**src/rtl/asf_pkg.sv**
```systemverilog
package asf_pkg;

    localparam int BYTE_W   = 8;
    localparam int SMP_W    = 2 * BYTE_W;
    localparam int Q_DEPTH  = 4;
    localparam int Q_IDX_W  = $clog2(Q_DEPTH + 1);

    typedef enum logic [1:0] {
        KIND_U8    = 2'd0,
        KIND_S16   = 2'd1,
        KIND_MULAW = 2'd2,
        KIND_ALAW  = 2'd3
    } kind_e;

    typedef struct packed {
        logic stereo;
        logic compand;
        logic fmt;
    } cfg_t;

    typedef struct packed {
        logic [SMP_W-1:0] l;
        logic [SMP_W-1:0] r;
    } pair_t;

    typedef struct packed {
        logic [BYTE_W-1:0] b1;
        logic [BYTE_W-1:0] b0;
    } split_t;

    function automatic kind_e kind_of(cfg_t c);
        return kind_e'({c.compand, c.fmt});
    endfunction

    function automatic logic is_wide(kind_e k);
        return k == KIND_S16;
    endfunction

    // Build a converter word from the byte(s) of one host sample.
    function automatic logic [SMP_W-1:0] to_sample(kind_e k, logic [BYTE_W-1:0] lo,
                                                  logic [BYTE_W-1:0] b);
        logic [SMP_W-1:0] s;
        case (k)
            KIND_U8:  s = {~b[BYTE_W-1], b[BYTE_W-2:0], {BYTE_W{1'b0}}};
            KIND_S16: s = {b, lo};
            default:  s = {{BYTE_W{1'b0}}, b};
        endcase
        return s;
    endfunction

    // Break a converter word into host byte(s); b0 goes out first.
    function automatic split_t to_bytes(kind_e k, logic [SMP_W-1:0] s);
        split_t o;
        o.b1 = s[SMP_W-1:BYTE_W];
        case (k)
            KIND_U8: o.b0 = {~s[SMP_W-1], s[SMP_W-2:BYTE_W]};
            default: o.b0 = s[BYTE_W-1:0];
        endcase
        return o;
    endfunction

endpackage

```
**src/rtl/asf_cfg_track.sv**
```systemverilog
module asf_cfg_track
    import asf_pkg::*;
(
    input  logic  clk,
    input  logic  rst,
    input  cfg_t  cfg,
    output logic  cfg_chg,
    output kind_e kind
);
    cfg_t cfg_q;

    always_ff @(posedge clk) begin
        cfg_q <= cfg;
    end

    assign cfg_chg = !rst && (cfg != cfg_q);
    assign kind    = kind_of(cfg);

endmodule

```
**src/rtl/asf_unpack.sv**
```systemverilog
module asf_unpack
    import asf_pkg::*;
(
    input  logic              clk,
    input  logic              rst,
    input  cfg_t              cfg,
    input  kind_e             kind,
    input  logic              flush,
    input  logic              strobe,
    input  logic [BYTE_W-1:0] in_data,
    input  logic              in_valid,
    output logic              in_ready,
    output pair_t             out_pair,
    output logic              underrun
);
    logic              byte_hi;
    logic              phase_r;
    logic [BYTE_W-1:0] lo_q;
    logic [SMP_W-1:0]  left_q;
    pair_t             pend;
    logic              pend_full;
    logic              accept;
    logic [SMP_W-1:0]  smp;

    assign in_ready = !pend_full && !flush;
    assign accept   = in_valid && in_ready;
    assign smp      = to_sample(kind, lo_q, in_data);

    always_ff @(posedge clk) begin
        if (rst) begin
            byte_hi   <= 1'b0;
            phase_r   <= 1'b0;
            lo_q      <= '0;
            left_q    <= '0;
            pend      <= '0;
            pend_full <= 1'b0;
            out_pair  <= '0;
            underrun  <= 1'b0;
        end else begin
            underrun <= 1'b0;
            if (strobe) begin
                if (pend_full) begin
                    out_pair  <= pend;
                    pend_full <= 1'b0;
                end else begin
                    underrun <= 1'b1;
                end
            end
            if (flush) begin
                byte_hi <= 1'b0;
                phase_r <= 1'b0;
            end else if (accept) begin
                if (is_wide(kind) && !byte_hi) begin
                    lo_q    <= in_data;
                    byte_hi <= 1'b1;
                end else begin
                    byte_hi <= 1'b0;
                    if (!cfg.stereo) begin
                        pend      <= '{l: smp, r: smp};
                        pend_full <= 1'b1;
                    end else if (!phase_r) begin
                        left_q  <= smp;
                        phase_r <= 1'b1;
                    end else begin
                        pend      <= '{l: left_q, r: smp};
                        pend_full <= 1'b1;
                        phase_r   <= 1'b0;
                    end
                end
            end
        end
    end

    // an underrun leaves the converter outputs untouched
    a_r7_underrun_holds: assert property (@(posedge clk) disable iff (rst)
        underrun |-> $stable(out_pair));

    // underrun only follows a strobe
    a_r7_underrun_after_strobe: assert property (@(posedge clk) disable iff (rst)
        underrun |-> $past(strobe));

    // a pair completed in mono carries equal channels
    a_r6_mono_equal: assert property (@(posedge clk) disable iff (rst)
        ($rose(pend_full) && !$past(cfg.stereo)) |-> (pend.l == pend.r));

endmodule

```
**src/rtl/asf_pack.sv**
```systemverilog
module asf_pack
    import asf_pkg::*;
(
    input  logic              clk,
    input  logic              rst,
    input  cfg_t              cfg,
    input  kind_e             kind,
    input  logic              flush,
    input  logic              strobe,
    input  logic [SMP_W-1:0]  in_left,
    input  logic [SMP_W-1:0]  in_right,
    output logic [BYTE_W-1:0] out_data,
    output logic              out_valid,
    input  logic              out_ready
);
    logic [Q_DEPTH-1:0][BYTE_W-1:0] q;
    logic [Q_DEPTH-1:0][BYTE_W-1:0] q_n;
    logic [Q_IDX_W-1:0]             cnt;
    logic [Q_IDX_W-1:0]             cnt_n;
    logic [Q_IDX_W-1:0]             idx;
    split_t                         lb;
    split_t                         rb;

    assign lb = to_bytes(kind, in_left);
    assign rb = to_bytes(kind, in_right);

    always_comb begin
        q_n = '0;
        q_n[0] = lb.b0;
        if (is_wide(kind)) begin
            q_n[1] = lb.b1;
            q_n[2] = rb.b0;
            q_n[3] = rb.b1;
        end else begin
            q_n[1] = rb.b0;
        end
        cnt_n = Q_IDX_W'((is_wide(kind) ? 2 : 1) * (cfg.stereo ? 2 : 1));
    end

    assign out_valid = (cnt != '0);
    assign out_data  = q[idx[1:0]];

    always_ff @(posedge clk) begin
        if (rst) begin
            q   <= '0;
            cnt <= '0;
            idx <= '0;
        end else begin
            if (flush) begin
                cnt <= '0;
                idx <= '0;
            end else if (out_valid && out_ready) begin
                if (idx == cnt - 1'b1) begin
                    cnt <= '0;
                    idx <= '0;
                end else begin
                    idx <= idx + 1'b1;
                end
            end
            if (strobe && (cnt == '0 || flush)) begin
                q   <= q_n;
                cnt <= cnt_n;
                idx <= '0;
            end
        end
    end

    // a stalled byte stays on the port
    a_r11_hold_stall: assert property (@(posedge clk) disable iff (rst)
        (out_valid && !out_ready && !flush) |=> (out_valid && $stable(out_data)));

    // the queue never claims more bytes than one stereo 16-bit pair
    a_r9_count_bound: assert property (@(posedge clk) disable iff (rst)
        (cnt <= Q_IDX_W'(Q_DEPTH)) && (idx < Q_IDX_W'(Q_DEPTH)));

endmodule

```
**src/rtl/audio_stream_fmt.sv**
```systemverilog
module audio_stream_fmt
    import asf_pkg::*;
(
    input  logic        clk,
    input  logic        rst,
    input  logic        cfg_stereo,
    input  logic        cfg_compand,
    input  logic        cfg_fmt,
    output logic [1:0]  fmt_kind,
    input  logic        smp_strobe,
    input  logic [7:0]  pb_data,
    input  logic        pb_valid,
    output logic        pb_ready,
    output logic [15:0] pb_left,
    output logic [15:0] pb_right,
    output logic        pb_underrun,
    input  logic [15:0] cap_left,
    input  logic [15:0] cap_right,
    output logic [7:0]  cap_data,
    output logic        cap_valid,
    input  logic        cap_ready
);
    cfg_t  cfg;
    kind_e kind;
    logic  chg;
    pair_t pb_pair;

    assign cfg = '{stereo: cfg_stereo, compand: cfg_compand, fmt: cfg_fmt};

    asf_cfg_track u_cfg (
        .clk     (clk),
        .rst     (rst),
        .cfg     (cfg),
        .cfg_chg (chg),
        .kind    (kind)
    );

    asf_unpack u_unpack (
        .clk      (clk),
        .rst      (rst),
        .cfg      (cfg),
        .kind     (kind),
        .flush    (chg),
        .strobe   (smp_strobe),
        .in_data  (pb_data),
        .in_valid (pb_valid),
        .in_ready (pb_ready),
        .out_pair (pb_pair),
        .underrun (pb_underrun)
    );

    asf_pack u_pack (
        .clk       (clk),
        .rst       (rst),
        .cfg       (cfg),
        .kind      (kind),
        .flush     (chg),
        .strobe    (smp_strobe),
        .in_left   (cap_left),
        .in_right  (cap_right),
        .out_data  (cap_data),
        .out_valid (cap_valid),
        .out_ready (cap_ready)
    );

    assign fmt_kind = kind;
    assign pb_left  = pb_pair.l;
    assign pb_right = pb_pair.r;

    // no host byte is taken in a configuration-change cycle
    a_r13_no_accept_on_change: assert property (@(posedge clk) disable iff (rst)
        chg |-> !pb_ready);

endmodule

```
**config.mk**
```make
export PLATFORM = sky130hd
export DESIGN_NAME = audio_stream_fmt
export DESIGN_NICKNAME = d
export VERILOG_FILES = /design/src/rtl/asf_pkg.sv /design/src/rtl/asf_cfg_track.sv /design/src/rtl/asf_unpack.sv /design/src/rtl/asf_pack.sv /design/src/rtl/audio_stream_fmt.sv
export SDC_FILE = /design/constraint.sdc
export NUM_CORES = 1
export LEC_CHECK = 0
export ABC_AREA = 1
export ABC_CLOCK_PERIOD_IN_PS = 4750
export BUFFER_PORTS_ARGS = -buffer_cell sky130_fd_sc_hd__buf_2
export CAP_MARGIN = 20
export CORE_MARGIN = 3
export CORE_UTILIZATION = 40
export DETAILED_ROUTE_END_ITERATION = 7
export PLACE_DENSITY = 0.57
export SYNTH_ARGS = -nofsm -noshare
export SYNTH_HDL_FRONTEND = slang
export SYNTH_SLANG_ARGS = --single-unit
```
**constraint.sdc**
```tcl
create_clock -name clk -period 4.75 [get_ports clk]
set_input_delay 0.7125 -clock clk [delete_from_list [all_inputs] [get_ports clk]]
set_output_delay 0.7125 -clock clk [all_outputs]
set_load 0.02 [all_outputs]
```
==> results of run 1 <==
critical path, stage by stage (launching register included):
cell	delay [ns]
dfxtp_1	0.79
inv_1	0.46
o21ai_0	0.28
o22ai_1	0.15
buf_2	0.19
registers in the layout, summed over array words and instances (netlist names):
signal              flops
u_pack.cnt              3
u_pack.q               32
u_pack.idx              3
u_unpack.lo_q           8
u_unpack.phase_r        1
u_unpack.pend          32
u_unpack.pend_full      1
u_unpack.byte_hi        1
u_unpack.out_pair      32
u_cfg.cfg_q             3
u_unpack.left_q        16
u_unpack.underrun       1
metal layers:
metal / part of all wire (%) / up-vias / GRT usage, % / wire (microns)
met1: 50 / 2485 / 28.11 / 7760
met4: 0.95 / 0 / 4.370 / 146
li1: - / 2839 / - / -
met5: 0 / - / 0 / 0
met2: 44 / 95 / 28.93 / 6782
met3: 4.5 / 11 / 5.417 / 687
layout make-up:
| type | count | area share [%] |
|---|---|---|
| well taps | 180 | 3.204 |
| repair buffers | 96 | 6.978 |
| inverters | 80 | 4.361 |
| clock inverters | 14 | 2.955 |
| multi-input cells | 582 | 38.38 |
| flip-flops and latches | 133 | 37.88 |
| clock buffers | 18 | 6.248 |
metrics by stage:
stage          util, %  worst slack, ns  hold WS, ns
2_1_floorplan        -            2.584       0.4405
3_3_place_gp     44.93            1.733       0.4499
3_5_place_dp     44.93            1.648       0.4544
4_1_cts          49.49            1.716       0.4631
5_1_grt          49.49            1.511       0.4837
6_report         49.49            1.729       0.4624
cells by family after synthesis:
group / count (synthesis)
xor+xnor: 5
compound gates: 181
buf+inv: 133
simple gates: 391
fa+ha+maj: 5
flops: 133
placed cells by master (no fill, tap or decap):
master      instances
nand2_2             2
dfxtp_1           133
nand3_1            40
a21oi_1            40
nand4_4             1
nand3_2             1
xnor2_1             1
nand2_4             3
bufinv_16           5
inv_1              73
buf_4               4
nor2_4              2
a21oi_4             1
nand4_1             1
clkinvlp_4          2
o21ai_1             3
nor2_1            219
o221ai_1            8
clkbuf_16          17
nor2_2              1
clkinv_4            2
o21ai_0           111
ha_1                5
nand3_4             1
o22ai_1            16
o21ai_4             1
nor3_1              1
clkinv_2            6
inv_2               4
inv_4               2
a31oi_1             1
buf_2              92
xnor2_2             1
clkbuf_8            1
xor2_1              3
nand2_1           119
final timing paths:
check / from / slack [ns] / end
setup / recovery: u_pack.idx[0] / 1.73 / cap_data[1]
hold / removal: u_unpack.pend[31] / 0.46 / u_unpack.pend[31]
setup reg to reg: u_unpack.pend_full / 2.73 / u_unpack.pend[9]
hold reg to reg: u_unpack.pend[31] / 0.46 / u_unpack.pend[31]
power groups by stage:
stage          sequential (W)  combinational [W]  clock (W)
4_1_cts               0.00119           0.000298    0.00146
6_report              0.00119           0.000295    0.00143
5_1_grt               0.00119           0.000337    0.00151
3_5_place_dp          0.00121           0.000297          0
2_1_floorplan         0.00121           0.000205          0
3_3_place_gp          0.00121           0.000294          0
==> impl_metrics.tcl, run 1 <==
set metrics [dict create \
    place_inst 1071 \
    drtPass1Iterations 5 \
    place.gp.congestion 0.8041 \
    yosysWarnings 0 \
    rsz0062_at_grt "no" \
    slew_viol_final 0 \
    tns_ns 0 \
    gr-total-overflow 0 \
    ys.flop_type "dfxtp_1" \
    startpoint_type "flop" \
    ys_ff_latch 133 \
    synthAdderAreaFrac_pct 1.055 \
    detail-route-antenna-nets 0 \
    peakVddDrop_mv 0.2552 \
    die_area_sq_um 16320 \
    min_period_over_period_pct 63.61 \
    wirelength_mm 15.38 \
    crit_path_max_fanout 20 \
    synth_edf_count 0 \
    finalSetupViolations 0 \
    swShare_pct 24.46 \
    grt_max_degree 88 \
    num_antenna_cells 0 \
    synth_area_leaders "dfxtp_1 45%, nor2_1 14%, o21ai_0 9.4%" \
    synth_top_area_share_pct 44.91 \
    vias 5430 \
    worstMarginPinSlew_ns 0.9433 \
    pin_count 93 \
    end_kind "primary output" \
    cts_buffer_depth 2 \
    num_rows 43 \
    pwr-share-seq_pct 40.7 \
    synth_top_family_by_area "simple AND/OR/NAND/NOR gates" \
    fp.dieH_microns 127.7 \
    area_delta_synth_final_pct 18.57 \
    power_w 0.002910 \
    core_sq_um 14200 \
    synth_nets 901 \
    die_w_microns 127.7 \
    r2r.worst_path.cells 8 \
    final_hold_viol_count 0 \
    clkTransAtPathRegs_ns 0.06 \
    switchingPower_w 0.0007118 \
    finClkSkew_ns 0.006158 \
    place_area_sq_um 6382 \
    slew_headroom_pct 37.04 \
    n_fill_cell 1504 \
    seq_area_sq_um 2663 \
    status "complete, no violations" \
    netlist_instances 848 \
    viasPerCell 4.923 \
    arrival_ns 2.31 \
    io_buffers 92 \
    cts_buffers 17 \
    post-synth-top-count-cell "nor2_1" \
    syn_avg_cell_area_sq_um 6.991 \
    grt_pass1_vias 4966 \
    maxCapViolations 0 \
    yosysTopAreaCell "dfxtp_1" \
    synth-xor-area-share_pct 0.8653 \
    hold_class "reg2reg" \
    internal_power_w 0.002199 \
    root_buffer "clkbuf_16" \
    multi_input_area_sq_um 2698 \
    holdBufCountCts 0 \
    power_density_nw_per_um2 414.0 \
    synthArstFlopShare_pct 0 \
    ctsResizeCount 0 \
    max_freq_mhz 331.0 \
    drive_gt1_share_pct 16.14 \
    combPwrFrac_pct 10.1 \
    synth_compound_area_share_pct 16.53 \
    stdcell_count 1103 \
    synthMuxAreaShare_pct 0 \
    final_area_sq_um 7029 \
    drtIter0Drc 376 \
    clkPwrFrac_pct 49.1 \
    worstSetupPathType "reg2out" \
    post_cts_buffers 0 \
    cts_tree "done" \
    synth.cell_area_sq_um 5928 \
    drcViolationCount 0 \
    worstPathRequired_ns 4.04 \
    nNetsFinal 963 \
    start_util_pct 41.74 \
    hold_depth 2 \
    ys_types 34 \
    gr-usage-all-layers_pct 19.45 \
    min_period_ns 3.021 \
    htree_levels 4 \
    wire_per_inst_microns 13.94 \
    dpl.hpwl_mm 10.57 \
    yosys-top-cells-count "219 x nor2_1, 133 x dfxtp_1, 119 x nand2_1" \
    synth_simple_gate_area_share_pct 27.06 \
    p_leak_nw 3.110 \
    grt_antenna_before_repair 0 \
    clk_latency_ns 0.42 \
    grt_pass1_wl_mm 25.31 \
    synth_seq_area_share_pct 44.91 \
    cts_num_sinks 133 \
]
Note: power is estimated with default switching activity, not from simulation.
==> inputs of run 2 (changes only) <==
ABC_CLOCK_PERIOD_IN_PS = 2900   (was 4750)
clock period = 2.9 ns   (was 4.75 ns; I/O delays follow)
==> run 2 against run 1 <==
Compared with the run above:
- clock power rose by 55%
- power rose by 60%
- core utilization up 0.079 points
- clock-buffer cell count increased by 4
- final area rose by 0.16%
- non-clock buffer count up 5
- global-route usage is 0.21 points lower
- sequential cell count unchanged
- sequential share of layout area decreased by 0.061 points
- combinational power rose by 68%
- final cell count is 0.27% higher
- first-iteration DRC count up 8.5%
- critical path type unchanged
==> impl_metrics.tcl, run 2 (same netlist as run 1, synthesis figures left out) <==
set metrics [dict create \
    worstMarginPinSlew_ns 0.9647 \
    slew_headroom_pct 35.61 \
    use_met2_pct 28.37 \
    root_buffer "clkbuf_16" \
    gr-usage-all-layers_pct 19.24 \
    drtIter0Drc 408 \
    grt_antenna_before_repair 0 \
    crit_path_max_fanout 11 \
    start_util_pct 41.74 \
    cp.buffers_inverters 2 \
    core_sq_um 14200 \
    nNetsFinal 968 \
    drive_gt1_share_pct 16.31 \
    final_common_cell "nor2_1" \
    worstSetupPathType "reg2out" \
    pin_count 93 \
    dpl.hpwl_mm 10.69 \
    hold_class "in2reg" \
    path_delay_family "buffers and inverters" \
    post_cts_buffers 0 \
    die_w_microns 127.7 \
    maxCapViolations 0 \
    cts_num_sinks 133 \
    clk_latency_ns 0.42 \
    cp.depth 4 \
    finalSetupViolations 0 \
    cts_buffers 17 \
    die_area_sq_um 16320 \
    io_buffers 92 \
    min_period_over_period_pct 78.24 \
    vias 5423 \
    clkTransAtPathRegs_ns 0.06 \
    grt_pass1_wl_mm 25.47 \
    layout_common_cells "219 x nor2_1, 133 x dfxtp_1, 119 x nand2_1" \
    r2r.worst_path.cells 9 \
    power_density_nw_per_um2 661.1 \
    cts_tree "done" \
    worstPathRequired_ns 2.47 \
    rsz0062_at_grt "no" \
    cts_buffer_depth 2 \
    met3_usage_pct 3.875 \
    num_antenna_cells 0 \
    arrival_ns 1.83 \
    hold_depth 1 \
    ctsResizeCount 0 \
    dpl_worst_slack_ns 0.4772 \
    worst_slack_ns 0.6310 \
    slew_viol_final 0 \
    end_kind "primary output" \
    min_period_ns 2.269 \
    holdBufCountCts 0 \
    num_rows 43 \
    drtPass1Iterations 5 \
    area_delta_synth_final_pct 18.76 \
    top_usage_layer "met2" \
    wire_per_inst_microns 13.89 \
    viasPerCell 4.903 \
    crit_slowest_cell "dfxtp_1" \
    tns_ns 0 \
    finClkSkew_ns 0.007082 \
    p_leak_nw 3.118 \
    peakVddDrop_mv 0.3655 \
    grt_pass1_vias 4989 \
    gr-usage-met1_pct 28.25 \
    gr-total-overflow 0 \
    startpoint_type "flop" \
    crit_chain "inv_1 > o21ai_0 > o22ai_1 > buf_2" \
    detail-route-antenna-nets 0 \
    place.gp.congestion 0.8167 \
    max_freq_mhz 440.7 \
    biggestRegsByFlops "u_pack.q: 32 flops, u_unpack.out_pair: 32 flops, u_unpack.pend: 32 flops" \
    wirelength_mm 15.36 \
    drcViolationCount 0 \
    htree_levels 4 \
    fp.dieH_microns 127.7 \
    status "complete, no violations" \
    critPathMaxStageDelay_ns 0.46 \
    final_hold_viol_count 0 \
    grt_max_degree 88 \
]
-- run 2: cell types whose count changed in the layout (fill, tap and decap cells not counted) --
cell / change
buf_12: +1
buf_4: +4
bufinv_16: -2
clkbuf_1: +1
clkbuf_8: +3
clkinv_2: -3
clkinv_4: -1
-- run 2: final timing paths --
path / endpoint / slack [ns] / startpoint
worst max-delay path: cap_data[5] / 0.63 / u_pack.idx[1]
worst min-delay path: u_cfg.cfg_q[2] / 0.21 / cfg_stereo
worst max register to register: u_pack.idx[0] / 1.06 / u_pack.cnt[0]
worst min register to register: u_unpack.pend[29] / 0.46 / u_unpack.pend[29]
-- run 2: through the flow --
step           hold slack [ns]  std cells  cell area, sq um  total power [W]  utilization, %
2_1_floorplan           0.4405        848              5928         0.002325               -
3_3_place_gp            0.4526       1076              6432         0.002477           45.29
3_5_place_dp            0.4549       1076              6432         0.002479           45.29
4_1_cts                 0.1920       1106              7041         0.004686           49.57
5_1_grt                 0.2091       1106              7041         0.004831           49.57
6_report                0.2079       1106              7041         0.004655           49.57
-- run 2: power by group --
part	total, W	switching, W	internal [W]	leakage, nW
clock	0.00222	0.000786	0.00143	0.294
sequential	0.00194	0.0000361	0.00191	1.08
combinational	0.000495	0.000333	0.000163	1.74
total	0.00465	0.00115	0.00350	3.12
-- run 2: worst reg2reg max path, stage by stage (launching register included) --
cell     delay (ns)
dfxtp_1        0.37
inv_1          0.06
ha_1           0.19
ha_1           0.22
inv_1          0.14
nand2_1        0.08
nand2_2        0.06
buf_4          0.32
nand2_1        0.19
a21oi_1        0.14
-- run 2: final cells by class --
class | count | area [sq um]
repair buffers | 101 | 540.5
fillers | 1489 | 7163
clock buffers | 22 | 484.2
clock inverters | 8 | 123.9
inverters | 80 | 306.5
flip-flops and latches | 133 | 2663
well taps | 180 | 225.2
multi-input cells | 582 | 2698
-- run 2: per-layer routing --
metal  part of all wire (%)  wire length (microns)
met1                     51                   7817
met2                     43                   6643
met3                    4.2                    650
met4                    1.6                    245
met5                      0                      0
